`config.mk`:
```
export PLATFORM = sky130hd
export DESIGN_NAME = atomic_rmw_unit
export DESIGN_NICKNAME = d
export VERILOG_FILES = /design/src/rtl/amo_pkg.sv /design/src/rtl/amo_lane.sv /design/src/rtl/amo_alu.sv /design/src/rtl/amo_seq.sv /design/src/rtl/atomic_rmw_unit.sv
export SDC_FILE = /design/constraint.sdc
export NUM_CORES = 1
export LEC_CHECK = 0
export BUFFER_PORTS_ARGS = -buffer_cell sky130_fd_sc_hd__buf_4
export CORE_MARGIN = 2
export CORE_UTILIZATION = 29
export CTS_BUF_LIST = sky130_fd_sc_hd__clkbuf_4
export DETAILED_ROUTE_END_ITERATION = 8
export HOLD_SLACK_MARGIN = 0.1
export PLACE_DENSITY = 0.45
export SLEW_MARGIN = 20
export SYNTH_ARGS = -nofsm -noshare
export SYNTH_HDL_FRONTEND = slang
export SYNTH_SLANG_ARGS = --single-unit
```
`constraint.sdc`:
```
create_clock -name clk -period 3.2 [get_ports clk]
set_clock_uncertainty 0.1 [all_clocks]
set_input_delay 0.16 -clock clk [delete_from_list [all_inputs] [get_ports clk]]
set_output_delay 0.16 -clock clk [all_outputs]
set_load 0.005 [all_outputs]
```
`src/rtl/amo_pkg.sv`:
```
package amo_pkg;
  localparam int XLEN       = 64;
  localparam int HALF       = XLEN / 2;
  localparam int BE_W       = XLEN / 8;
  localparam int HALF_BYTES = BE_W / 2;
  localparam int OP_W       = 3;

  typedef enum logic [OP_W-1:0] {
    AMO_XCHG   = 3'd0,
    AMO_CMPX   = 3'd1,
    AMO_ADD    = 3'd2,
    AMO_ADDGEZ = 3'd3,
    AMO_AND    = 3'd4,
    AMO_OR     = 3'd5
  } amo_op_e;

  typedef enum logic [2:0] {
    ST_IDLE = 3'd0,
    ST_RD   = 3'd1,
    ST_WT   = 3'd2,
    ST_CMP  = 3'd3,
    ST_WR   = 3'd4,
    ST_DN   = 3'd5
  } amo_state_e;
endpackage

```
`src/rtl/amo_lane.sv`:
```
module amo_lane
  import amo_pkg::*;
(
  input  logic [XLEN-1:0] rd_word,
  input  logic            hi,
  input  logic            size4,
  input  logic [XLEN-1:0] new_val,
  output logic [XLEN-1:0] old_ext,
  output logic [XLEN-1:0] wr_word,
  output logic [BE_W-1:0] wr_be
);
  logic [HALF-1:0] half_sel;

  always_comb begin
    half_sel = hi ? rd_word[XLEN-1:HALF] : rd_word[HALF-1:0];
    old_ext  = size4 ? {{HALF{half_sel[HALF-1]}}, half_sel} : rd_word;
    wr_word  = size4 ? {2{new_val[HALF-1:0]}} : new_val;
  end

  for (genvar g = 0; g < BE_W; g++) begin : g_be
    localparam logic UPPER = (g >= HALF_BYTES);
    assign wr_be[g] = !size4 || (hi == UPPER);
  end
endmodule

```
`src/rtl/amo_alu.sv`:
```
module amo_alu
  import amo_pkg::*;
(
  input  amo_op_e         op,
  input  logic            size4,
  input  logic [XLEN-1:0] old_val,
  input  logic [XLEN-1:0] opnd,
  input  logic [XLEN-1:0] cmp,
  output logic [XLEN-1:0] new_val,
  output logic            do_write
);
  logic [XLEN-1:0] cmp_ext;
  logic [XLEN-1:0] sum;
  logic            sum_neg;

  always_comb begin
    cmp_ext = size4 ? {{HALF{cmp[HALF-1]}}, cmp[HALF-1:0]} : cmp;
    sum     = old_val + opnd;
    sum_neg = size4 ? sum[HALF-1] : sum[XLEN-1];
    case (op)
      AMO_XCHG:   begin new_val = opnd;           do_write = 1'b1;                 end
      AMO_CMPX:   begin new_val = opnd;           do_write = (old_val == cmp_ext); end
      AMO_ADD:    begin new_val = sum;            do_write = 1'b1;                 end
      AMO_ADDGEZ: begin new_val = sum;            do_write = !sum_neg;             end
      AMO_AND:    begin new_val = old_val & opnd; do_write = 1'b1;                 end
      AMO_OR:     begin new_val = old_val | opnd; do_write = 1'b1;                 end
      default:    begin new_val = old_val;        do_write = 1'b0;                 end
    endcase
  end
endmodule

```
`src/rtl/amo_seq.sv`:
```
module amo_seq
  import amo_pkg::*;
#(
  parameter int ADDR_W = 16
) (
  input  logic              clk,
  input  logic              rst,
  input  logic              req_valid,
  input  logic [OP_W-1:0]   req_op,
  input  logic              req_size4,
  input  logic [ADDR_W-1:0] req_addr,
  input  logic [XLEN-1:0]   req_opnd,
  input  logic [XLEN-1:0]   req_cmp,
  input  logic [XLEN-1:0]   rd_ext,
  input  logic [XLEN-1:0]   alu_new,
  input  logic              alu_wr,
  input  logic [XLEN-1:0]   lane_wdata,
  input  logic [BE_W-1:0]   lane_be,
  output amo_op_e           op_q,
  output logic              size4_q,
  output logic              hi_q,
  output logic [XLEN-1:0]   opnd_q,
  output logic [XLEN-1:0]   cmp_q,
  output logic [XLEN-1:0]   old_q,
  output logic              busy,
  output logic              done,
  output logic [XLEN-1:0]   done_old,
  output logic              done_written,
  output logic              fault,
  output logic              mem_en,
  output logic              mem_we,
  output logic [ADDR_W-4:0] mem_addr,
  output logic [BE_W-1:0]   mem_be,
  output logic [XLEN-1:0]   mem_wdata
);
  amo_state_e state_q;
  logic       misaligned;

  assign misaligned = req_size4 ? (|req_addr[1:0]) : (|req_addr[2:0]);

  always_ff @(posedge clk) begin
    if (rst) begin
      state_q      <= ST_IDLE;
      op_q         <= AMO_XCHG;
      size4_q      <= 1'b0;
      hi_q         <= 1'b0;
      opnd_q       <= '0;
      cmp_q        <= '0;
      old_q        <= '0;
      busy         <= 1'b0;
      done         <= 1'b0;
      done_old     <= '0;
      done_written <= 1'b0;
      fault        <= 1'b0;
      mem_en       <= 1'b0;
      mem_we       <= 1'b0;
      mem_addr     <= '0;
      mem_be       <= '0;
      mem_wdata    <= '0;
    end else begin
      fault  <= 1'b0;
      done   <= 1'b0;
      mem_en <= 1'b0;
      mem_we <= 1'b0;
      case (state_q)
        ST_IDLE: begin
          if (req_valid) begin
            if (misaligned) begin
              fault <= 1'b1;
            end else begin
              op_q     <= amo_op_e'(req_op);
              size4_q  <= req_size4;
              hi_q     <= req_addr[2];
              opnd_q   <= req_opnd;
              cmp_q    <= req_cmp;
              busy     <= 1'b1;
              mem_en   <= 1'b1;
              mem_be   <= '1;
              mem_addr <= req_addr[ADDR_W-1:3];
              state_q  <= ST_RD;
            end
          end
        end
        ST_RD: state_q <= ST_WT;
        ST_WT: begin
          old_q   <= rd_ext;
          state_q <= ST_CMP;
        end
        ST_CMP: begin
          if (alu_wr) begin
            mem_en    <= 1'b1;
            mem_we    <= 1'b1;
            mem_be    <= lane_be;
            mem_wdata <= lane_wdata;
            state_q   <= ST_WR;
          end else begin
            done         <= 1'b1;
            done_old     <= old_q;
            done_written <= 1'b0;
            state_q      <= ST_DN;
          end
        end
        ST_WR: begin
          done         <= 1'b1;
          done_old     <= old_q;
          done_written <= 1'b1;
          state_q      <= ST_DN;
        end
        ST_DN: begin
          busy    <= 1'b0;
          state_q <= ST_IDLE;
        end
        default: state_q <= ST_IDLE;
      endcase
    end
  end


  mem_in_lock_chk: assert property (@(posedge clk) disable iff (rst)
    mem_en |-> busy);


  fault_quiet_chk: assert property (@(posedge clk) disable iff (rst)
    fault |-> (!busy && !mem_en && !done));


  done_pulse_chk: assert property (@(posedge clk) disable iff (rst)
    done |=> !done);


  write_then_done_chk: assert property (@(posedge clk) disable iff (rst)
    mem_we |=> (done && done_written));


  xchg_writes_chk: assert property (@(posedge clk) disable iff (rst)
    (done && op_q == AMO_XCHG) |-> done_written);


  reserved_ro_chk: assert property (@(posedge clk) disable iff (rst)
    (done && (3'(op_q) >= 3'd6)) |-> !done_written);
endmodule

```
`src/rtl/atomic_rmw_unit.sv`:
```
module atomic_rmw_unit
  import amo_pkg::*;
#(
  parameter int ADDR_W = 16
) (
  input  logic              clk,
  input  logic              rst,
  input  logic              req_valid,
  input  logic [2:0]        req_op,
  input  logic              req_size4,
  input  logic [ADDR_W-1:0] req_addr,
  input  logic [63:0]       req_opnd,
  input  logic [63:0]       req_cmp,
  output logic              busy,
  output logic              done,
  output logic [63:0]       done_old,
  output logic              done_written,
  output logic              fault,
  output logic              mem_en,
  output logic              mem_we,
  output logic [ADDR_W-4:0] mem_addr,
  output logic [7:0]        mem_be,
  output logic [63:0]       mem_wdata,
  input  logic [63:0]       mem_rdata
);
  amo_op_e         op_q;
  logic            size4_q;
  logic            hi_q;
  logic [XLEN-1:0] opnd_q;
  logic [XLEN-1:0] cmp_q;
  logic [XLEN-1:0] old_q;
  logic [XLEN-1:0] rd_ext;
  logic [XLEN-1:0] alu_new;
  logic            alu_wr;
  logic [XLEN-1:0] lane_wdata;
  logic [BE_W-1:0] lane_be;

  amo_lane u_lane (
    .rd_word (mem_rdata),
    .hi      (hi_q),
    .size4   (size4_q),
    .new_val (alu_new),
    .old_ext (rd_ext),
    .wr_word (lane_wdata),
    .wr_be   (lane_be)
  );

  amo_alu u_alu (
    .op       (op_q),
    .size4    (size4_q),
    .old_val  (old_q),
    .opnd     (opnd_q),
    .cmp      (cmp_q),
    .new_val  (alu_new),
    .do_write (alu_wr)
  );

  amo_seq #(.ADDR_W(ADDR_W)) u_seq (
    .clk          (clk),
    .rst          (rst),
    .req_valid    (req_valid),
    .req_op       (req_op),
    .req_size4    (req_size4),
    .req_addr     (req_addr),
    .req_opnd     (req_opnd),
    .req_cmp      (req_cmp),
    .rd_ext       (rd_ext),
    .alu_new      (alu_new),
    .alu_wr       (alu_wr),
    .lane_wdata   (lane_wdata),
    .lane_be      (lane_be),
    .op_q         (op_q),
    .size4_q      (size4_q),
    .hi_q         (hi_q),
    .opnd_q       (opnd_q),
    .cmp_q        (cmp_q),
    .old_q        (old_q),
    .busy         (busy),
    .done         (done),
    .done_old     (done_old),
    .done_written (done_written),
    .fault        (fault),
    .mem_en       (mem_en),
    .mem_we       (mem_we),
    .mem_addr     (mem_addr),
    .mem_be       (mem_be),
    .mem_wdata    (mem_wdata)
  );


  lane_be_chk: assert property (@(posedge clk) disable iff (rst)
    mem_we |-> ((mem_be == 8'hFF) || (mem_be == 8'h0F) || (mem_be == 8'hF0)));


  half_store_chk: assert property (@(posedge clk) disable iff (rst)
    (mem_we && mem_be != 8'hFF) |-> (mem_wdata[63:32] == mem_wdata[31:0]));
endmodule

```
Word-level counts from Yosys, hierarchy flattened
Cells that the tools add are included.
{"block": "word_totals", "ff_bits": 355, "inputBits": 215, "out_inout_bits": 155, "elab_cells": 92}
{"block": "op_classes", "addsub": 1, "n_eq_ne": 15, "mux": 30, "bitwise_logic": 7, "n_reduce_logical": 22}
{"op": "$mux W64", "count": 4}
{"op": "$pmux W64 S4", "count": 1}
{"op": "$pmux W64 S2", "count": 1}
{"op": "$add A64 B64 Y64", "count": 1}
{"op": "$and A64 B64 Y64", "count": 1}
{"op": "$eq A64 B64 Y1", "count": 1}
{"op": "$or A64 B64 Y64", "count": 1}
{"op": "$mux W32", "count": 1}
{"op": "$mux W8", "count": 3}
{"op": "$pmux W8 S2", "count": 1}
{"op": "$pmux W3 S5", "count": 1}
{"op": "$eq A3 B2 Y1 const B", "count": 4}
{"op": "$eq A3 B3 Y1 const B", "count": 4}
{"op": "$mux W1", "count": 11}
{"op": "$ne A2 B2 Y1 const B", "count": 4}
{"op": "$pmux W1 S2", "count": 4}
{"op": "$reduce_or A2 Y1", "count": 4}
{"op": "$eq A3 B1 Y1 const B", "count": 2}
{"op": "$logic_not A3 Y1", "count": 2}
{"op": "$mux W3", "count": 2}
{"op": "$reduce_and A2 Y1", "count": 3}
{"op": "$reduce_and A3 Y1", "count": 2}
{"op": "$reduce_bool A2 Y1", "count": 3}
{"op": "$reduce_or A3 Y1", "count": 2}
{"op": "6 further kinds", "count": 12}

Logic depth before layout (Yosys ltp)
Gate-level depths: netlist of the first run.
{"block": "depth", "depth_word": 6, "ltp_mapped": 16}

Hierarchy
A second synthesis of the first run with hierarchy kept.
{"block": "unflattened", "hier_cells": 2868, "hier_area_um2": 24151.9}
{"mod": "amo_seq", "n_inst": 1, "cells_per_inst": 1547, "area_per_inst_um2": 14502.7, "seq_area_each_um2": 7106.8}
{"mod": "amo_alu", "n_inst": 1, "cells_per_inst": 1136, "area_per_inst_um2": 8109.0, "seq_area_each_um2": 0.0}
{"mod": "amo_lane", "n_inst": 1, "cells_per_inst": 185, "area_per_inst_um2": 1540.2, "seq_area_each_um2": 0.0}

Worst setup path before layout of the first run
Ideal clock, no wire load.
{"block": "synth_timing", "path_kind": "register -> register", "startpoint": "register u_seq.old_q[14]", "endpoint": "register u_seq.mem_wdata[53]", "t_arrival_ns": 3.383, "t_required_ns": 3.030, "setup_slack_ns": -0.353, "path_stages_with_launch": 14, "n_path_buf": 1, "period_less_slack_ns": 3.553, "path_cell_list": "dfxtp_1 inv_1 ha_1 clkbuf_1 nand4_1 or3_1 or2_2 o22a_1 o21bai_1 a41oi_1 o41ai_2 mux2_2 a311o_1 a21oi_1"}
{"block": "synth_via", "elab_chain_len": 5, "word_cells_on_any_way": 8}
{"item": "start, declared", "line": "amo_seq.sv:24", "text": "output logic [XLEN-1:0] old_q,"}
{"item": "start signal, assigned", "line": "amo_seq.sv:86", "text": "old_q <= rd_ext;"}
{"item": "$add A64 B64 Y64", "line": "amo_alu.sv:18", "text": "sum = old_val + opnd;"}
{"item": "$mux W1", "line": "amo_alu.sv:19", "text": "sum_neg = size4 ? sum[HALF-1] : sum[XLEN-1];"}
{"item": "$logic_not A1 Y1", "line": "amo_alu.sv:24", "text": "AMO_ADDGEZ: begin new_val = sum; do_write = !sum_neg; end"}
{"item": "$pmux W1 S3", "line": "amo_alu.sv:20", "text": "case (op)"}
{"item": "$reduce_and A2 Y1 (no line)"}
{"item": "end signal, assigned", "line": "amo_seq.sv:94", "text": "mem_wdata <= lane_wdata;"}
{"item": "end, declared", "line": "amo_seq.sv:34", "text": "output logic [XLEN-1:0] mem_wdata"}
Several ways; a longest one is shown, not always the timed one.
A chain may end at the register's enable or synchronous reset.

Final worst setup path of the first run
{"block": "layout_timing", "startpoint": "register u_seq.old_q[56]", "endpoint": "register u_seq.done_old[46]"}
{"block": "layout_via", "elab_chain_len": 6, "word_cells_on_any_way": 7}
{"item": "$add A64 B64 Y64", "line": "amo_alu.sv:18"}
{"item": "$mux W1", "line": "amo_alu.sv:19"}
{"item": "$logic_not A1 Y1", "line": "amo_alu.sv:24"}
{"item": "$pmux W1 S3 (*)", "line": "amo_alu.sv:20"}
{"item": "$ne A2 B2 Y1 (no line) (*)"}
{"item": "$reduce_and A2 Y1 (no line) (*)"}
{"item": "end signal, assigned", "line": "amo_seq.sv:98", "text": "done_old <= old_q;"}
{"item": "end signal, assigned", "line": "amo_seq.sv:105", "text": "done_old <= old_q;"}
{"item": "end, declared", "line": "amo_seq.sv:27", "text": "output logic [XLEN-1:0] done_old,"}
Mark *: on every way between the ends. The rest lies on a longest branch, timed or not.

==> results of run 1 <==
[power by group]
part           switching [mW]  internal, mW  total (mW)
Clock                    2.18          2.17        4.35
Combinational            4.13          3.72        7.85
Sequential              0.351          4.75        5.10
[metrics by stage]
stage | util | worst slack, ps | cell area [um^2] | hold WS, ps
6_report | 0.533 | -463 | 38900 | 218
5_1_grt | 0.533 | -571 | 38900 | 183
4_1_cts | 0.526 | -408 | 38300 | 113
3_5_place_dp | 0.401 | -873 | 29300 | 316
3_3_place_gp | 0.401 | -952 | 29300 | 307
2_1_floorplan | - | -220 | 21500 | 196
[worst max-delay path, stage by stage, from the launching register on]
cell and delay (ps):
dfxtp_2 340, inv_1 160, ha_4 350, nand4_4 130, nor4_4 360, a2111oi_2 120
mux2_4 300, a2111oi_4 430, o311ai_4 180, nor2_2 210, o31ai_4 100, buf_12 160
buf_12 160, buf_4 160, mux2i_1 160, nor2_1 60
[timing repair]
item,4_1_cts,5_1_grt
buffers inserted,13,3
gates cloned,2,4
pin swaps,36,28
hold endpoints to repair,349,0
hold buffers,720,0
endpoints found under the setup margin,135,221
gates resized for setup,103,97
[metal layers]
metal | track usage | vias up | wire length [um]
li1 | - | 12900 | -
met1 | 0.421 | 13400 | 54800
met2 | 0.497 | 1116 | 54300
met3 | 0.0501 | 218 | 8380
met4 | 0.108 | 2 | 4210
met5 | 0 | - | 13
[placed cells by master, fill, tap and decap left out, types with 44 or more instances in the layout]
master / Yosys / final
a21oi_1: 327 / 310
xnor2_1: 61 / 61
dfxtp_1: 349 / 308
a211oi_1: 59 / 51
clkbuf_4: 0 / 151
inv_1: 152 / 144
buf_4: 7 / 939
nor2_1: 272 / 266
nand2_1: 481 / 475
ha_1: 128 / 102
o21ai_0: 92 / 82
dlygate4sd3_1: 0 / 720
mux2i_1: 98 / 92
xor2_1: 44 / 44
nand3_1: 50 / 49
[flip-flops by register name (all words and copies together) (netlist names), 2 cells and up]
| register | count |
|---|---|
| u_seq.cmp_q | 64 |
| u_seq.done_old | 64 |
| u_seq.mem_wdata | 64 |
| u_seq.old_q | 64 |
| u_seq.opnd_q | 64 |
| u_seq.mem_addr | 13 |
| u_seq.op_q | 3 |
| u_seq.state_q | 3 |
| u_seq.mem_be | 2 |
[cell type report]
cell class	instances	area, um^2	share of cell area
clock buffers	151	1130	0.0291
clock inverters	30	153	0.00392
repair buffers	1699	15000	0.384
diodes	2	5.00	0.000129
inverters	153	578	0.0149
flip-flops and latches	349	7050	0.181
well taps	959	1200	0.0308
multi-input cells	2059	13800	0.355
[worst paths after layout]
check                      startpoint             endpoint  depth (start not counted)
hold / removal            req_addr[1]     u_seq.state_q[0]                          6
hold reg to reg   u_seq.mem_wdata[40]  u_seq.mem_wdata[40]                          2
setup reg to reg      u_seq.old_q[56]   u_seq.done_old[46]                         15
setup / recovery      u_seq.old_q[56]   u_seq.done_old[46]                         15
[cell families after synthesis]
kind of cell | count (synthesis) | synth area share
flops | 349 | 0.327
mux | 127 | 0.0744
compound gates | 734 | 0.218
buf+inv | 372 | 0.0696
fa+ha+maj | 129 | 0.0759
xor+xnor | 105 | 0.0430
simple gates | 961 | 0.192
==> impl_results.md, run 1 <==
- Cell area after synthesis: 0.0214 mm^2
- Max Fclk: about 0.27 GHz
- PD cells: 445 mW/mm^2
- Die Wd: approximately 280 um
- Largest net degree at the start of global routing: roughly 100
- I/O pin cnt: 370
- Router iterations before antenna repair: 6
- Worst rel slew slack: 0.0339
- Worst-skew pair later-pin latency: just under 900 ps
- First-pass GRT wire length: 176000 um
- Peak supply drop: ~0.00028 V
- Die Span Y: between 200 and 300 um
- R2R Setup Slk: -460 ps
- Drt via density: around 5.1
- IO Port Bufs: between 300 and 400
- Gate Count Post-Synth: roughly 2800
- Ys Warns: 0
- Grt total ovfl: 0
- Fin nets: about 4700
- #FFs+latches synth: between 300 and 400
- Tcrit/Tclk final: 1.14
- Post-DP HPWL: slightly below 90000 um
- Number of synthesized flops with an enable pin: 0
- Max clock buf depth: 3
- Final Hold Vio Count: 0
- Final setup TNS: -53350 ps
- Site row count: 99
- Critical Path AT: roughly 4300 ps
- FFs w/ async S/R, synth: 0
- Overall power: roughly 17 mW
- Post-Syn Area per Cell: approximately 7.7 um^2
- Final number of max-transition violations: 0
- Synth top area share: 0.327
- Clock Sinks: 349
- CTS tree: done
- Failing checks: negative setup slack
- CTS H-Tree Depth: 3
- Cell with the most instances after synthesis: nand2_1
- CTS Buf Count: 101
- Initial DRC Count: 2210
- Yosys cell types: ~80
- Wire length per cell: around 23 um
- Clock slew at reported path FFs: 60 ps
- Layout cells sized above 1: 0.308
- Status: finished with violations
- Initial Util: 0.293
- Setup ws final: -463 ps
- Worst slew pin tran: around 1400 ps
- Die ar.: about 0.076 mm^2
- CP Max Fanout: 6
- Core footprint: about 0.073 mm^2
- Setup violations, final: around 140
- Max capacitance violation total: 0
- Final WL: roughly 120000 um
- Tot GR Track Use: 0.310
- Area contributors post-synth: dfxtp_1 33%, nand2_1 8.5%, a21oi_1 7.7%
- RSZ-0062 raised after global routing: true
- Fillers: roughly 6700
- Clock period minus worst slack: 3660 ps
- CTS Root Cell: clkbuf_4
- Gpl congestion: approximately 0.95
- Non-Filler Instances: between 5000 and 6000
- Post-Syn Nets: between 3000 and 4000
- Via count: about 28000
- Placed insts: 4479
- Crit Path Class: reg -> reg
- Top_reg_cell synth: dfxtp_1
- Synth area leader: dfxtp_1
- Pleak: about 17 nW
- Critical Path Start Type: flip-flop
- Vias in the first global route: between 20000 and 30000
- Initial antenna violation count: 8
- Hold Crit Class: in -> reg
- Post-synthesis sequential area ratio: 0.327
- Most frequent cells after synthesis: 481 x nand2_1, 349 x dfxtp_1, 327 x a21oi_1
- Post-DRT Antenna Nets: 0
- CP Capture Type: flip-flop
- DRC Markers: 0
- Area delta synth->final: 82.2%
- WP data required: approximately 3800 ps
Power figures use the tool's default switching activity.
==> run 2: changes to the inputs <==
--- a/config.mk
+++ b/config.mk
@@ -11,7 +11,7 @@
 export CTS_BUF_LIST = sky130_fd_sc_hd__clkbuf_4
 export DETAILED_ROUTE_END_ITERATION = 8
 export HOLD_SLACK_MARGIN = 0.1
-export PLACE_DENSITY = 0.45
+export PLACE_DENSITY = 0.44
 export SLEW_MARGIN = 20
 export SYNTH_ARGS = -nofsm -noshare
 export SYNTH_HDL_FRONTEND = slang
==> constraint.sdc (replaced) <==
create_clock -name clk -period 3.71 [get_ports clk]
set_clock_uncertainty 0.1 [all_clocks]
set_input_delay 0.1855 -clock clk [delete_from_list [all_inputs] [get_ports clk]]
set_output_delay 0.1855 -clock clk [all_outputs]
set_load 0.005 [all_outputs]
==> run 2 against run 1 <==
  * The run now ends clean
  * Count of clock-buffer cells in the layout shrank 8
  * Final cell count is 2.5% lower
  * Wire length decreased by 2.8%
  * Critical path depth shrank 1
  * Fmax fell by 0.94%
  * Non-clock buffer count fell by 128
  * Largest cell class unchanged
  * Largest power group unchanged
  * Highest routed layer is now met4
==> impl_results.md, run 2 (synthesized netlist as in run 1, its figures left out) <==
- Die Span Y: 275 um (unchanged)
- Most common cell after layout, fill and taps aside: buf_4
- Max clock buf depth: 3 (unchanged)
- CTS tree: done
- CTS Root Cell: clkbuf_4
- Setup violations, final: 0 (-100%)
- Clock Sinks: 349 (unchanged)
- Commonest cells after routing, fill and taps aside: 861 x buf_4, 692 x dlygate4sd3_1, 478 x nand2_1
- Finished Cell Area: 0.0372 mm^2 (-4.3%)
- CP Max Fanout: 11 (+5)
- Area delta synth->final: 74.4%
- Tot GR Track Use: 0.302 (-0.00845)
- Layout cells sized above 1: 0.276 (-0.0318)
- Clock slew at reported path FFs: 70 ps (about the same)
- Final WL: 118000 um (-2.8%)
- CTS H-Tree Depth: 3 (unchanged)
- Area post-placement: 0.0284 mm^2 (-3.0%)
- Drt via density: 5.12 (-0.18%)
- Final Hold Vio Count: 0 (unchanged)
- I/O pin cnt: 370 (unchanged)
- Die Wd: 275 um (unchanged)
- Grt total ovfl: 0 (unchanged)
- Die ar.: 0.0759 mm^2 (unchanged)
- Overall power: 14.3 mW (-17%)
- Largest net degree at the start of global routing: 117 (+14%)
- RSZ-0062 raised after global routing: true
- Worst Hold Depth: 4 (-2)
- Initial DRC Count: 2255 (+2.0%)
- Pre-CTS WS: -517 ps (+356 ps)
- WP data required: 4330 ps (+500 ps)
- Tcrit/Tclk final: 0.997 (-0.148)
- Critical Path Start Type: flip-flop
- Post-DRT Antenna Nets: 0 (unchanged)
- Final number of max-transition violations: 0 (unchanged)
- First-pass GRT wire length: 171000 um (-2.6%)
- Initial antenna violation count: 6 (-2)
- Site row count: 99 (unchanged)
- Max Fclk: 0.270 GHz (-0.94%)
- Fillers: 6902 (+2.3%)
- Critical Path AT: 4320 ps (+20 ps)
- Vias in the first global route: 27100 (-3.3%)
- Setup ws final: 12.1 ps (+475 ps)
- Worst Reg-to-Reg Cells: 14 (-1)
- Via count: 27000 (-2.6%)
- Pleak: 15.9 nW (-5.0%)
- Clock period minus worst slack: 3700 ps (+34.8 ps)
- Max capacitance violation total: 0 (unchanged)
- Hold Crit Class: in -> reg
- DRC Markers: 0 (unchanged)
- Hold WS: 188 ps (-30.7 ps)
- Wire length per cell: 22.5 um (-0.31%)
- Worst-skew pair later-pin latency: 920 ps (+30 ps)
- Worst slew pin tran: 1000 ps (-441 ps)
- Status: finished, final reports clean
- IO Port Bufs: 369 (unchanged)
- Peak supply drop: 0.000226 V (-19%)
- Post-DP HPWL: 87200 um (-2.1%)
- Core footprint: 0.0730 mm^2 (unchanged)
- Worst rel slew slack: 0.332 (+0.298)
- Fin nets: 4576 (-2.8%)
- Crit Path Class: reg -> reg
- Initial Util: 0.293 (unchanged)
- PD cells: 383 mW/mm^2 (-14%)
- CP Capture Type: flip-flop
- CTS Buf Count: 100 (-0.99%)
- Gpl congestion: 0.946 (-0.55%)
- Router iterations before antenna repair: 8 (+2)
-- run 2: changes by cell type in the layout (fill, tap and decap cells not counted), sizes merged --
cell and delta:
buf -99, clkbuf -9, clkinv +6, clkinvlp -2, dlygate4sd3 -28, inv +1, nand2 -2
-- run 2: final cells by class --
cell class | count | area, um^2 | area share
diodes | 2 | 5.00 | 0.000134
clock buffers | 143 | 1070 | 0.0288
clock inverters | 35 | 171 | 0.00460
inverters | 153 | 574 | 0.0154
multi-input cells | 2057 | 13500 | 0.362
flip-flops and latches | 349 | 7020 | 0.189
well taps | 959 | 1200 | 0.0322
repair buffers | 1571 | 13700 | 0.369
-- run 2: critical path: stages, from the launching register on --
cell and delay (ps):
dfxtp_1 350, buf_4 180, xor2_1 150, or4_1 590
o41ai_4 350, buf_4 190, and4_1 250, a31oi_2 210
buf_4 210, nor2_1 180, o31ai_4 130, buf_12 190
buf_16 170, mux2i_1 150, nor2_1 50
-- run 2: final timing paths --
check                       from                  end  slack [ps]
min                 req_opnd[32]     u_seq.opnd_q[32]         190
min reg2reg  u_seq.mem_wdata[40]  u_seq.mem_wdata[40]         360
max reg2reg      u_seq.old_q[37]    u_seq.done_old[1]          10
max              u_seq.old_q[37]    u_seq.done_old[1]          10
-- run 2: power breakdown --
part	internal, mW	switching (mW)
combinational	2.85	3.33
sequential	4.08	0.324
clock	1.79	1.90
total	8.72	5.55
-- run 2: per-stage QoR --
stage | std cells | util | setup TNS (ps)
final | 5269 | 0.511 | 0
after global routing | 5268 | 0.511 | -1040
after CTS | 5260 | 0.505 | -8.43
after detailed placement | 4386 | 0.389 | -48500
after global placement | 4386 | 0.389 | -28040
after floorplan | 2777 | - | 0
-- run 2: per-layer routing --
metal | share of wire | global-route usage | vias up
met5 | 0 | 0 | -
met4 | 0.029 | 0.0937 | 0
met1 | 0.45 | 0.419 | 13000
met3 | 0.068 | 0.0405 | 182
met2 | 0.45 | 0.483 | 1092
li1 | - | - | 12700
-- run 2: repair_timing --
item                                    in CTS  in global routing
endpoints found under the setup margin     135                140
pin swaps                                   22                 28
hold buffers                               692                  0
buffers inserted                             4                  4
endpoints found under the hold margin      349                  0
cloned                                       0                  3
resized for setup                           61                 72
